--- src/rtl/trg_pkg.sv ---
`timescale 1ns/1ps
// Package: shared condition encoding and the per-channel condition test.
// Assumes samples arrive one per clock with the previous sample kept by the caller.
package trg_pkg;

    typedef enum logic [2:0] {
        COND_IGNORE  = 3'd0,
        COND_HIGH    = 3'd1,
        COND_LOW     = 3'd2,
        COND_RISE    = 3'd3,
        COND_FALL    = 3'd4
    } cond_e;

    // True when one channel satisfies its condition code; unused codes ignore.
    function automatic logic cond_hit(input logic [2:0] code,
                                      input logic cur,
                                      input logic prev);
        logic ok;
        case (code)
            COND_HIGH: ok = cur;
            COND_LOW:  ok = ~cur;
            COND_RISE: ok = cur & ~prev;
            COND_FALL: ok = ~cur & prev;
            default:   ok = 1'b1;
        endcase
        return ok;
    endfunction

endpackage

--- src/rtl/trg_pulse_width.sv ---
`timescale 1ns/1ps
// Glitch-width qualifier for one stage. It measures the width, in samples, of a
// pulse of the chosen polarity on the chosen channel. The hit is flagged on the
// end-edge sample when the width is below the threshold.
// Assumes the channel select stays stable during a pulse of interest.
module trg_pulse_width #(
    parameter int NCH = 32,
    parameter int CW  = 16,
    localparam int CHW = $clog2(NCH)
) (
    input  logic           clk,
    input  logic           rst_n,
    input  logic           en,
    input  logic           pol,
    input  logic [CHW-1:0] sel,
    input  logic [CW-1:0]  thr,
    input  logic [NCH-1:0] cur,
    input  logic [NCH-1:0] prev,
    output logic           hit
);

    logic          act_cur;
    logic          act_prev;
    logic          start_edge;
    logic          end_edge;
    logic          valid_q;
    logic [CW-1:0] cnt_q;

    // Normalise the watched channel so the active level is always 1.
    always_comb begin
        act_cur    = cur[sel] ^ pol;
        act_prev   = prev[sel] ^ pol;
        start_edge = act_cur & ~act_prev;
        end_edge   = ~act_cur & act_prev;
    end

    // Count active samples from the start edge, saturating at the maximum.
    always_ff @(posedge clk) begin
        if (!rst_n) begin
            valid_q <= 1'b0;
            cnt_q   <= '0;
        end else if (start_edge) begin
            valid_q <= 1'b1;
            cnt_q   <= CW'(1);
        end else if (end_edge) begin
            valid_q <= 1'b0;
        end else if (valid_q && cnt_q != '1) begin
            cnt_q   <= cnt_q + 1'b1;
        end
    end

    // Qualifier result on the end-edge sample.
    always_comb hit = en & valid_q & end_edge & (cnt_q < thr);

    AST_PW_COUNT_LIVE: assert property (@(posedge clk) disable iff (!rst_n)
        valid_q |-> (cnt_q != '0));
    AST_PW_START_RESETS: assert property (@(posedge clk) disable iff (!rst_n)
        start_edge |=> (valid_q && cnt_q == CW'(1)));

endmodule

--- src/rtl/trg_stage.sv ---
`timescale 1ns/1ps
// One trigger stage. It holds the per-channel condition codes and the glitch
// qualifier settings, and reports whether the current sample satisfies them all.
// Assumes configuration writes are decoded for this stage by the IDX parameter.
module trg_stage #(
    parameter int NCH = 32,
    parameter int CW  = 16,
    parameter int SW  = 2,
    parameter int IDX = 0,
    localparam int CHW = $clog2(NCH),
    localparam int DW  = CW + 2
) (
    input  logic           clk,
    input  logic           rst_n,
    input  logic           cfg_we,
    input  logic [1:0]     cfg_kind,
    input  logic [SW-1:0]  cfg_stage,
    input  logic [CHW-1:0] cfg_chan,
    input  logic [DW-1:0]  cfg_data,
    input  logic [NCH-1:0] cur,
    input  logic [NCH-1:0] prev,
    output logic           match
);

    logic [2:0]     cond_q [NCH];
    logic           pen_q;
    logic           pol_q;
    logic [CHW-1:0] psel_q;
    logic [CW-1:0]  thr_q;
    logic           wr_here;
    logic [NCH-1:0] chan_ok;
    logic           pw_hit;

    // Decode writes aimed at this stage.
    always_comb wr_here = cfg_we && (cfg_stage == SW'(IDX));

    // Store channel condition codes.
    always_ff @(posedge clk) begin
        if (!rst_n) begin
            for (int c = 0; c < NCH; c++) cond_q[c] <= trg_pkg::COND_IGNORE;
        end else if (wr_here && cfg_kind == 2'd0) begin
            cond_q[cfg_chan] <= cfg_data[2:0];
        end
    end

    // Store glitch qualifier settings.
    always_ff @(posedge clk) begin
        if (!rst_n) begin
            pen_q  <= 1'b0;
            pol_q  <= 1'b0;
            psel_q <= '0;
            thr_q  <= '0;
        end else if (wr_here && cfg_kind == 2'd1) begin
            thr_q  <= cfg_data[CW-1:0];
            pen_q  <= cfg_data[CW];
            pol_q  <= cfg_data[CW+1];
            psel_q <= cfg_chan;
        end
    end

    for (genvar c = 0; c < NCH; c++) begin : g_chan
        // Evaluate one channel against its condition code.
        assign chan_ok[c] = trg_pkg::cond_hit(cond_q[c], cur[c], prev[c]);
    end

    trg_pulse_width #(.NCH(NCH), .CW(CW)) u_pw (
        .clk   (clk),
        .rst_n (rst_n),
        .en    (pen_q),
        .pol   (pol_q),
        .sel   (psel_q),
        .thr   (thr_q),
        .cur   (cur),
        .prev  (prev),
        .hit   (pw_hit)
    );

    // All channel conditions AND the qualifier, when enabled.
    always_comb match = (&chan_ok) & (~pen_q | pw_hit);

endmodule

--- src/rtl/trg_sequencer.sv ---
`timescale 1ns/1ps
// Stage sequencer. It walks from stage 0 to the final stage, one advance per
// sample, emits a one-cycle trigger and then holds until it is re-armed.
// Assumes NSTAGE is a power of two so every index value names a stage.
module trg_sequencer #(
    parameter int NSTAGE = 4,
    localparam int SW = $clog2(NSTAGE)
) (
    input  logic              clk,
    input  logic              rst_n,
    input  logic              arm,
    input  logic [NSTAGE-1:0] match_i,
    input  logic [SW-1:0]     last_i,
    output logic              trig_o,
    output logic [SW-1:0]     stage_o
);

    logic [SW-1:0] stage_q;
    logic          done_q;
    logic          trig_q;

    // Advance on a match of the awaited stage; fire on the final one.
    always_ff @(posedge clk) begin
        if (!rst_n || !arm) begin
            stage_q <= '0;
            done_q  <= 1'b0;
            trig_q  <= 1'b0;
        end else begin
            trig_q <= 1'b0;
            if (!done_q && match_i[stage_q]) begin
                if (stage_q >= last_i) begin
                    trig_q <= 1'b1;
                    done_q <= 1'b1;
                end else begin
                    stage_q <= stage_q + 1'b1;
                end
            end
        end
    end

    always_comb begin
        trig_o  = trig_q;
        stage_o = stage_q;
    end

    AST_TRIG_SINGLE: assert property (@(posedge clk) disable iff (!rst_n)
        trig_q |=> !trig_q);
    AST_TRIG_HAS_MATCH: assert property (@(posedge clk) disable iff (!rst_n)
        trig_q |-> $past(|match_i));
    AST_DISARM_IDLE: assert property (@(posedge clk) disable iff (!rst_n)
        !arm |=> (stage_q == '0 && !trig_q));
    AST_STAGE_STEP: assert property (@(posedge clk) disable iff (!rst_n)
        (stage_q != $past(stage_q)) |-> (stage_q == $past(stage_q) + 1'b1 || stage_q == '0));

endmodule

--- src/rtl/seq_trigger_engine.sv ---
`timescale 1ns/1ps
// Top of the sequenced trigger engine. It keeps the previous sample, holds the
// final-stage setting, instantiates one stage per parameter and the sequencer.
// Assumes chan is already synchronous to clk, one sample per clock.
module seq_trigger_engine #(
    parameter int NCH    = 32,
    parameter int NSTAGE = 4,
    parameter int CW     = 16,
    localparam int SW  = $clog2(NSTAGE),
    localparam int CHW = $clog2(NCH),
    localparam int DW  = CW + 2
) (
    input  logic           clk,
    input  logic           rst_n,
    input  logic           arm,
    input  logic [NCH-1:0] chan,
    input  logic           cfg_we,
    input  logic [1:0]     cfg_kind,
    input  logic [SW-1:0]  cfg_stage,
    input  logic [CHW-1:0] cfg_chan,
    input  logic [31:0]    cfg_data,
    output logic           trig,
    output logic [SW-1:0]  stage_idx
);

    logic [NCH-1:0]    prev_q;
    logic [SW-1:0]     last_q;
    logic [NSTAGE-1:0] stage_match;

    // Keep the previous sample for edge conditions.
    always_ff @(posedge clk) begin
        if (!rst_n) prev_q <= '0;
        else        prev_q <= chan;
    end

    // Hold the final-stage setting, clamped to the last existing stage.
    always_ff @(posedge clk) begin
        if (!rst_n) begin
            last_q <= '0;
        end else if (cfg_we && cfg_kind == 2'd2) begin
            if (cfg_data >= 32'(NSTAGE - 1)) last_q <= SW'(NSTAGE - 1);
            else                             last_q <= cfg_data[SW-1:0];
        end
    end

    for (genvar s = 0; s < NSTAGE; s++) begin : g_stage
        trg_stage #(.NCH(NCH), .CW(CW), .SW(SW), .IDX(s)) u_stage (
            .clk       (clk),
            .rst_n     (rst_n),
            .cfg_we    (cfg_we),
            .cfg_kind  (cfg_kind),
            .cfg_stage (cfg_stage),
            .cfg_chan  (cfg_chan),
            .cfg_data  (cfg_data[DW-1:0]),
            .cur       (chan),
            .prev      (prev_q),
            .match     (stage_match[s])
        );
    end

    trg_sequencer #(.NSTAGE(NSTAGE)) u_seq (
        .clk     (clk),
        .rst_n   (rst_n),
        .arm     (arm),
        .match_i (stage_match),
        .last_i  (last_q),
        .trig_o  (trig),
        .stage_o (stage_idx)
    );

    AST_PREV_FOLLOWS: assert property (@(posedge clk) disable iff (!rst_n)
        1'b1 |=> (prev_q == $past(chan)));

endmodule

--- config.mk ---
export PLATFORM = sky130hd
export DESIGN_NAME = seq_trigger_engine
export DESIGN_NICKNAME = d
export VERILOG_FILES = /design/src/rtl/trg_pkg.sv /design/src/rtl/trg_pulse_width.sv /design/src/rtl/trg_stage.sv /design/src/rtl/trg_sequencer.sv /design/src/rtl/seq_trigger_engine.sv
export SDC_FILE = /design/constraint.sdc
export NUM_CORES = 2
export LEC_CHECK = 0
export BUFFER_PORTS_ARGS = -buffer_cell sky130_fd_sc_hd__buf_2
export CAP_MARGIN = 20
export CELL_PAD_IN_SITES_DETAIL_PLACEMENT = 1
export CELL_PAD_IN_SITES_GLOBAL_PLACEMENT = 1
export CORE_UTILIZATION = 54
export DETAILED_ROUTE_END_ITERATION = 7
export PLACE_DENSITY = 0.83
export SYNTH_ARGS = -nofsm -noshare
export SYNTH_HDL_FRONTEND = slang
export SYNTH_HIERARCHICAL = 1
export SYNTH_SLANG_ARGS = --single-unit
--- constraint.sdc ---
create_clock -name clk -period 8.35 [get_ports clk]
set_input_delay 0.4175 -clock clk [delete_from_list [all_inputs] [get_ports clk]]
set_output_delay 0.4175 -clock clk [all_outputs]
set_load 0.05 [all_outputs]
==> results.json <==
{
  "status": "complete, no violations",
  "drive_above_1_share": 0.08974,
  "detail_route.wl_per_cell_um": 28.38,
  "min_period_ns": 4.902,
  "yosys-top-cells-area": "edfxtp_1 (35%), dfxtp_1 (12%), and2_1 (6.6%), nor2b_1 (3.9%), nand2b_1 (3.7%)",
  "cts_buffer_depth": 3,
  "dp_slack_ns": 3.609,
  "yosys_warnings": 6,
  "skew_ns": 0.02873,
  "synth_top_area_cell": "edfxtp_1",
  "gp_congestion": 0.9530,
  "synth_most_common_cell": "edfxtp_1",
  "p_leak_nw": 12.73,
  "min_path_cells": 3,
  "track_usage": 0.3819,
  "worst_ep_required_time_ns": 8.88,
  "post_cts_buffers": 0,
  "dp.final_hpwl_um": 81260,
  "clock.fmax_mhz": 204.0,
  "placed_cells": 4144,
  "synth_cell_type_count": 82,
  "antenna_found_initial": 7,
  "die-width_um": 250.4,
  "yosysTopAreaCellShare": 0.3460,
  "start_kind": "flip-flop",
  "crit_type": "flip-flop to flip-flop",
  "utilization": 0.6031,
  "netlist_area_mm2": 0.03333,
  "grt_pass1_vias": 29380,
  "ant_nets": 0,
  "finalCritPeriodShare": 0.5870,
  "hold_viol_final": 0,
  "final_net_count": 3584,
  "insertion_delay_ns": 0.62,
  "setup_viol": 0,
  "worstPathArrival_ns": 5.44,
  "setup.worst_path.end_class": "flip-flop",
  "grt_max_degree": 147,
  "synth_edf_count": 384,
  "postSynth.asyncResetShare": 0,
  "ys.flop_type": "edfxtp_1",
  "syn_to_final_growth_pct": 9.840,
  "hold_class": "input pin to flip-flop",
  "synth_cells": 3391,
  "dieArea_mm2": 0.06272,
  "routed-via-count": 28270,
  "firstDrtPassIters": 5,
  "synth_common_cells": "edfxtp_1 (384), and2_1 (352), nand2_1 (269)",
  "portBuffers": 79,
  "cap_violations": 0,
  "drtIter0Drc": 2597,
  "slew_viol_final": 0,
  "cts_tree": "built",
  "grt_pass1_wl_um": 178300,
  "viasPerCell": 6.615,
  "cts_sinks": 582,
  "core_mm2": 0.06070,
  "synth_fp_nets": 3542,
  "avgSynthCellArea_um2": 9.828,
  "r2r_cells": 19,
  "cp_max_fo": 9,
  "row_count": 90,
  "slew_headroom": 0.2520,
  "rsz0062_at_grt": "false",
  "clk_pin_slew_ns": 0.07,
  "synth-seq-area-share": 0.4649,
  "synth_seq_cells": 582,
  "hold_buffers": 0,
  "routed_wl_um": 121300,
  "stdcell_count": 4274,
  "setup_slack_ns": 3.448,
  "start_util": 0.5491,
  "cts_buffers": 68,
  "drc": 0,
  "cts_root_buffer": "clkbuf_16",
  "htreeDepth": 3,
  "ios": 80,
  "worstMarginPinSlew_ns": 1.110,
  "die_h_um": 250.4,
  "grt_overflow_total": 0,
  "p_per_area_mw_per_mm2": 192.2,
  "ctsResizeCount": 0,
  "power_mw": 7.036,
  "setup_tns_ns": 0,
  "vdd_drop_max_mv": 0.1561
}
==> power by group <==
group          internal, mW  leakage, nW  switching, mW  total, mW
logic                 0.210         6.36          0.457      0.667
clock network          1.83         1.11           1.24       3.06
registers              3.18         5.25          0.122       3.31
==> worst max-delay path, stage by stage, from the launching register on <==
cell	delay, ns
dfxtp_1	0.58
nor2b_1	0.52
a22oi_1	0.18
nand4b_1	0.16
nand4_1	0.29
xnor2_1	0.27
ha_1	0.21
nand4b_1	0.10
a21oi_1	0.14
o41a_1	0.17
o31a_1	0.17
inv_1	0.07
a32oi_1	0.19
nand3_1	0.15
or3_1	0.42
nor3_2	0.26
mux2i_1	0.18
o22a_1	0.28
or3_1	0.33
a21oi_1	0.15
==> metrics by stage <==
step,hold WS [ns],cell area (µm²)
final,0.1695,36610
after global routing,0.1639,36600
after CTS,0.1403,36590
after detailed placement,0.4626,34320
after global placement,0.4531,34320
after floorplan,0.4435,33330
==> final cells by class <==
cell class                 instances  area (µm²)
clock buffer                     105        2014
inverter                          90       337.8
sequential                       582       15490
multi-input combinational       2582       16860
timing repair buffer             109       644.4
tap                              782       978.4
fill                            6633       24090
clock inverter                    20       262.8
antenna                            4       10.01
==> routing by layer <==
layer,up-vias,track usage,share of wire
li1,12320,-,-
met1,14140,0.4488,0.37
met2,1370,0.6429,0.47
met3,437,0.07908,0.091
met4,4,0.2307,0.068
met5,-,0,0.00022
==> sequential cells by signal (all words and copies together), names as in the netlist <==
signal / flops
g_stage.u_stage/cond_q: 384
g_stage.u_stage/thr_q: 64
g_stage.u_stage/u_pw/cnt_q: 64
prev_q: 32
g_stage.u_stage/psel_q: 20
g_stage.u_stage/pen_q: 4
g_stage.u_stage/pol_q: 4
g_stage.u_stage/u_pw/valid_q: 4
last_q: 2
u_seq/stage_o: 2
u_seq/done_q: 1
u_seq/trig_o: 1
==> worst paths after layout <==
| check | slack, ns | endpoint | start |
|---|---|---|---|
| setup reg to reg | 3.45 | u_seq/stage_o[0]$_SDFFE_PP0P_ | g_stage[3].u_stage/psel_q[0]$_SDFFE_PN0P_ |
| setup / recovery | 3.45 | u_seq/stage_o[0]$_SDFFE_PP0P_ | g_stage[3].u_stage/psel_q[0]$_SDFFE_PN0P_ |
| hold / removal | 0.17 | u_seq/stage_o[0]$_SDFFE_PP0P_ | arm |
| hold reg to reg | 0.47 | g_stage[3].u_stage/thr_q[10]$_SDFFE_PN0P_ | g_stage[3].u_stage/thr_q[10]$_SDFFE_PN0P_ |
==> placed cells by master, fill, tap and decap left out, drive strengths merged, types with 24 or more instances in the layout <==
cell,count
a21o,25
nand3,66
nor2,238
o22ai,60
and2,357
nand2b,199
nand4b,24
inv,93
dfxtp,198
xor2,48
nor4b,53
ha,74
edfxtp,384
a21boi,96
a21oi,62
xnor2,28
mux2i,106
nor3,64
buf,109
a22oi,56
nand4,67
nand2,272
nor2b,210
a31oi,133
o21ai,107
and3,85
clkbuf,105
==> kinds of logic (layout without fill, tap and decap cells) <==
logic type | after synthesis | count (layout) | synth area share
AND/OR/NAND/NOR | 1701 | 1701 | 0.2934
AO/OA/AOI/OAI | 609 | 609 | 0.1216
flip-flops | 582 | 582 | 0.4649
buffers and inverters | 227 | 324 | 0.02921
multiplexers | 122 | 122 | 0.04310
XOR/XNOR | 76 | 76 | 0.01997
adder cells (fa/ha/maj) | 74 | 74 | 0.02778
other | 0 | 4 | 0
No activity file was read; power rests on OpenSTA's default activity.
